===== src/rtl/exp_bus_slave.sv =====
module exp_bus_slave #(
  parameter int NREG = 8,
  parameter int DW   = 8,
  parameter int AW   = 6
) (
  input  logic          clk,
  input  logic          rst_n,
  input  logic          bus_cs_n,
  input  logic          bus_rw,
  input  logic [AW-1:0] bus_addr,
  input  logic [DW-1:0] bus_din,
  output logic [DW-1:0] bus_dout,
  output logic          bus_doe,
  input  logic          evt_in,
  output logic          irq_n
);
  localparam int OW   = $clog2(NREG);
  localparam int STAT = NREG - 1;
  localparam int CTRL = NREG - 2;
  localparam int PW   = 1 + AW + DW;

  logic [2:0]                cs_s;
  logic [PW-1:0]             p1, p2, hold;
  logic [NREG-2:0][DW-1:0]   regs;
  logic                      pend;

  logic          h_rw;
  logic [AW-1:0] h_addr;
  logic [DW-1:0] h_data;
  logic [OW-1:0] h_off;
  logic          wr_edge, wr_ok, clr, sset;

  assign {h_rw, h_addr, h_data} = hold;
  assign h_off   = h_addr[OW-1:0];
  assign wr_edge = cs_s[1] & ~cs_s[2];
  assign wr_ok   = wr_edge & ~h_rw & ~h_addr[AW-1] & (h_addr[AW-2:OW] == '0);
  assign clr     = wr_ok & (h_off == OW'(STAT)) & h_data[0];
  assign sset    = wr_ok & (h_off == OW'(STAT)) & h_data[1];

  always_ff @(posedge clk or negedge rst_n) begin
    if (!rst_n) begin
      cs_s <= 3'b111;
      p1   <= '0;
      p2   <= '0;
      hold <= '0;
    end else begin
      cs_s <= {cs_s[1:0], bus_cs_n};
      p1   <= {bus_rw, bus_addr, bus_din};
      p2   <= p1;
      if (!cs_s[1]) hold <= p2;
    end
  end

  always_ff @(posedge clk or negedge rst_n) begin
    if (!rst_n) begin
      regs <= '0;
    end else begin
      for (int i = 0; i < NREG - 1; i++)
        if (wr_ok && h_off == OW'(i)) regs[i] <= h_data;
    end
  end

  always_ff @(posedge clk or negedge rst_n) begin
    if (!rst_n)      pend <= 1'b0;
    else if (evt_in) pend <= 1'b1;
    else if (clr)    pend <= 1'b0;
    else if (sset)   pend <= 1'b1;
  end

  assign irq_n = ~(pend & regs[CTRL][0]);

  logic          sel, in_range;
  logic [OW-1:0] off;
  logic [DW-1:0] rdata;

  assign sel      = ~bus_cs_n & bus_rw & ~bus_addr[AW-1];
  assign off      = bus_addr[OW-1:0];
  assign in_range = (bus_addr[AW-2:OW] == '0);

  always_comb begin
    rdata = '0;
    for (int i = 0; i < NREG - 1; i++)
      if (off == OW'(i)) rdata = regs[i];
    if (off == OW'(STAT)) rdata = {{(DW-1){1'b0}}, pend};
  end

  assign bus_doe  = sel;
  assign bus_dout = (sel && in_range) ? rdata : '0;

  assert_quiet_lane_R2: assert property (@(posedge clk) disable iff (!rst_n)
    !bus_doe |-> (bus_dout == '0));

  assert_reserved_nowrite_R4: assert property (@(posedge clk) disable iff (!rst_n)
    (wr_edge && h_addr[AW-1]) |=> $stable(regs));

  assert_one_commit_R5: assert property (@(posedge clk) disable iff (!rst_n)
    wr_edge |=> !wr_edge);

  assert_event_sets_R6: assert property (@(posedge clk) disable iff (!rst_n)
    evt_in |=> pend);

  assert_flag_held_R6: assert property (@(posedge clk) disable iff (!rst_n)
    (pend && !clr) |=> pend);

  assert_clear_drops_R7: assert property (@(posedge clk) disable iff (!rst_n)
    (clr && !evt_in) |=> !pend);
endmodule


===== config.mk =====
export PLATFORM = sky130hd
export DESIGN_NAME = exp_bus_slave
export DESIGN_NICKNAME = d
export VERILOG_FILES = /design/src/rtl/exp_bus_slave.sv
export SDC_FILE = /design/constraint.sdc
export NUM_CORES = 1
export LEC_CHECK = 0
export BUFFER_PORTS_ARGS = -buffer_cell sky130_fd_sc_hd__buf_4
export CAP_MARGIN = 20
export CELL_PAD_IN_SITES_DETAIL_PLACEMENT = 1
export CELL_PAD_IN_SITES_GLOBAL_PLACEMENT = 2
export CORE_AREA = 2 2 102 104
export DETAILED_ROUTE_END_ITERATION = 16
export DIE_AREA = 0 0 104 106
export GPL_ROUTABILITY_DRIVEN = 0
export PLACE_DENSITY_LB_ADDON = 0.1
export SLEW_MARGIN = 20
export SYNTH_ARGS = -nofsm -noshare
export SYNTH_HDL_FRONTEND = slang
export SYNTH_SLANG_ARGS = --single-unit

===== constraint.sdc =====
create_clock -name clk -period 2.3 [get_ports clk]
set_clock_uncertainty 0.2 [all_clocks]
set_input_delay 0.23 -clock clk [delete_from_list [all_inputs] [get_ports clk]]
set_output_delay 0.23 -clock clk [all_outputs]
set_load 0.02 [all_outputs]

After elaboration in Yosys (flattened, before gate mapping)
Index checks and enable logic that the tools add are counted.
{ "op_classes": {"eq_ne": 14, "muxes": 12, "n_bitwise": 16, "reduce_logical": 13} }
{ "op_table": {"columns": ["op", "count"], "rows": [
  ["8-bit two-way mux", 9],
  ["3-bit == test (second input constant)", 8],
  ["3-bit by 2-bit == test with 1-bit output (second input constant)", 4],
  ["1-bit bitwise AND", 10],
  ["1-bit logical AND", 8],
  ["3-bit by 1-bit == test with 1-bit output (second input constant)", 2],
  ["3-bit zero test", 2],
  ["1-bit NOT", 6],
  ["2-bit zero test", 2],
  ["1-bit two-way mux", 3],
  ["3-bit nonzero test", 1]
]} }
{ "word_totals": {"register_bits": 105, "wordCells": 67} }

Longest topological paths before layout
{ "logic_depth": {"word_depth": 10, "mapped_depth": 5} }

Worst setup path after synthesis
No wires, ideal clock.
{ "synth_timing": {"path_kind": "input port to output port", "from": "input port bus_cs_n", "to": "output port bus_dout[0]", "arrival_ns": 1.591, "required_time_ns": 1.870, "setup_slack_ns": 0.279, "cell_stages": 3, "path_buffers": 0, "path_cell_list": "nor3b_1 -> nor3b_2 -> o2111a_1"} }
{ "synth_between": {"elab_chain_cells": 5} }
{ "synth_rtl": {"columns": ["element", "line", "source"], "rows": [
  ["from (decl)", "8", "input logic bus_cs_n,"],
  ["1-bit NOT", "76", "assign sel = ~bus_cs_n & bus_rw & ~bus_addr[AW-1];"],
  ["1-bit bitwise AND (2 in a row)", "76", null],
  ["1-bit logical AND", "88", "assign bus_dout = (sel && in_range) ? rdata : '0;"],
  ["8-bit two-way mux", "88", null],
  ["to (decl)", "12", "output logic [DW-1:0] bus_dout,"]
]} }
Every way passes these cells.

Worst setup path after layout
{ "layout_timing": {"from": "register regs[48] (netlist bit)", "to": "output port bus_dout[0]"} }
{ "layout_between": {"elab_chain_cells": 3} }
{ "layout_rtl": {"columns": ["element", "line", "source"], "rows": [
  ["from (decl)", "24", "logic [NREG-2:0][DW-1:0] regs;"],
  ["from (signal, indexed assignment)", "59", "if (wr_ok && h_off == OW'(i)) regs[i] <= h_data;"],
  ["8-bit two-way mux", "83", "if (off == OW'(i)) rdata = regs[i];"],
  ["8-bit two-way mux", "84", "if (off == OW'(STAT)) rdata = {{(DW-1){1'b0}}, pend};"],
  ["8-bit two-way mux", "88", null]
]} }
Every way passes these cells.

==> run summary <==
worst hold slack = 0.129 ns
Remaining DRCs = 0
Fill cells = 1001
CTS tree = built
r2r worst-path depth = 4
Synth top cells by count = dfrtp_1 (102), mux2_2 (71), mux2i_1 (15)
placed insts = 426
Final TNS setup = 0 ns
Synth warnings = 0
DIE HEIGHT = 106 um
top-area cell type share of the netlist area = 60.3%
DRT Wirelength = 8770 um
vias in the first global route = 2498
final cell count without fillers = 460
critical path arrival = 1.69 ns
Root Buffer = clkbuf_8
Worst R2R End = regs[31]
WP depth = 3
First-pass DRT Iterations = 4
WL/cell = 19.1 um
Worst Tran Pin Value = 0.454 ns
Syn Area/Cell = 15.9 um^2
period utilisation layout = 92.4%
grt total ovfl = 0
outcome = complete, no violations
CTS resizes = 0
antenna violations before repair = 0
worst path required time = 1.87 ns
Rel. slew slack = 69.7%
worst-path fanout max = 3
Layout Nets = 338
Clock Sinks = 105
Layout area overhead = 18.0%
CTS Buffer Depth = 2
DR vias = 2363
layout cells sized above 1 = 44.1%
die width = 104 um
Power Density = 727 mW/mm^2
asr flop ratio synth = 100%
CP Capture Point = bus_dout[0]
Achievable Freq = 0.471 GHz
Sequential Area = 0.00263 mm^2
worst-skew pair later-pin latency = 0.38 ns
drt initial violations = 65
Slew Viols, Final = 0
Largest stage delay, worst path = 0.49 ns
EDFF count, synth = 0
port bufs = 28
buffer and inverter count on the worst path = 1
Final Hold Fails = 0
sequential area share after synthesis = 62.1%
post-route antenna net violation count = 0
synth unique cells = 32
core area = 0.0100 mm^2
Pleak = 2.32 nW
Total GRT Usage = 17.8%
Worst Hold Class = in2async
flops & latches, synth = 105
startpoint types = flip-flop
worst r2r src = cs_s[1]
crit path capture type = primary output
slowest CP cell = mux4_2
most common cell in the netlist = dfrtp_1
prevailing post-synth register cell = dfrtp_1
Starting Density = 42.4%
# setup viols final = 0
R2R Setup Slk = 0.40 ns
Post-Syn Area = 0.00424 mm^2
H-tree depth = 3
Multi-input gate area = 0.00154 mm^2
Reg clk slew, reported paths = 0.10 ns
die area = 0.0110 mm^2
Via-to-Cell Ratio = 5.14
DP HPWL = 5700 um
row count = 37
largest cells by area after synthesis = dfrtp_1 (60%), mux2_2 (19%), mux2i_1 (3.5%)
Synth Net Count = 286
CTS buffer count = 9
Crit. Startpoint = regs[48]
Cell Chain, Critical Path = mux4_2, o2111a_1, buf_4
minimum clock period = 2.12 ns
Max-cap violations = 0
area leader, netlist = dfrtp_1
I/O pin total = 29
ant diodes = 0
Crit Path Class = reg2out
global-route wire length before repair = 14500 um
unrepaired setup endpoints after global routing = no
Top delay family on crit path = multiplexers
Mapped Cells = 267
pin count of the biggest net entering global routing = 49
VDD IR max = 0.614 mV
-- layout make-up --
type / instances / area share [%]
clock buffers: 9 / 2.48
well taps: 136 / 3.40
multi-input cells: 151 / 30.9
clock inverters: 7 / 1.70
inverters: 1 / 0.0751
flip-flops and latches: 105 / 52.6
repair buffers: 51 / 8.81
-- how the worst min path moves through the flow --
stage	endpoint	slack, ns	cells past startpoint
4_1_cts	hold[8]	0.13	2
3_5_place_dp	regs[32]	0.01	1
2_1_floorplan	hold[0]	-0.27	0
5_1_grt	p2[8]	0.15	2
3_3_place_gp	regs[16]	0.008	1
6_report	regs[32]	0.13	2
-- cells by family after synthesis --
group / after synthesis / synth area share (%)
AO/OA/AOI/OAI: 25 / 5.17
buffers and inverters: 11 / 1.42
flip-flops: 105 / 62.1
multiplexers: 87 / 23.0
AND/OR/NAND/NOR: 39 / 8.33
-- flip-flops by register name, summed over array words and instances, names as in the netlist --
register  cells
cs_s          3
hold         15
p1           15
p2           15
pend          1
regs         56
-- layout by cell type (no fill, tap or decap), types with 3 or more instances in the layout --
master,instances
mux2_2,71
nor2_1,8
buf_4,32
o22ai_1,7
nor2b_1,10
o2bb2ai_1,7
inv_8,3
o221a_2,7
dfrtp_1,102
dfstp_2,3
mux2i_1,15
clkbuf_8,9
nand3_4,6
dlygate4sd3_1,18
-- where the power goes --
group	internal [mW]	switching (mW)	leakage [nW]	total (mW)
Sequential	1.99	0.108	1.34	2.09
Combinational	0.180	0.157	0.882	0.337
Clock	0.528	0.677	0.106	1.20
-- layer usage --
layer  GRT usage (%)  wire [um]
met1            23.7       4160
met2            28.5       4260
met3            5.46        262
met4            4.63         89
met5               0          0
-- through the flow --
step | utilization [%] | power [mW] | area, um^2 | worst slack, ns
after floorplan | - | 2.30 | 4240 | 0.279
after global placement | 46.1 | 2.44 | 4610 | 0.379
after detailed placement | 46.1 | 2.45 | 4610 | 0.339
after CTS | 50.0 | 3.71 | 5000 | 0.152
after global routing | 50.0 | 3.82 | 5000 | 0.118
final | 50.0 | 3.63 | 5000 | 0.176
-- repair_timing --
action,in CTS,in global routing
hold buffers,18,0
endpoints found under the hold margin,74,0
buffers inserted,0,0
setup endpoints to repair,0,0
Note: power is estimated with default switching activity, not from simulation.
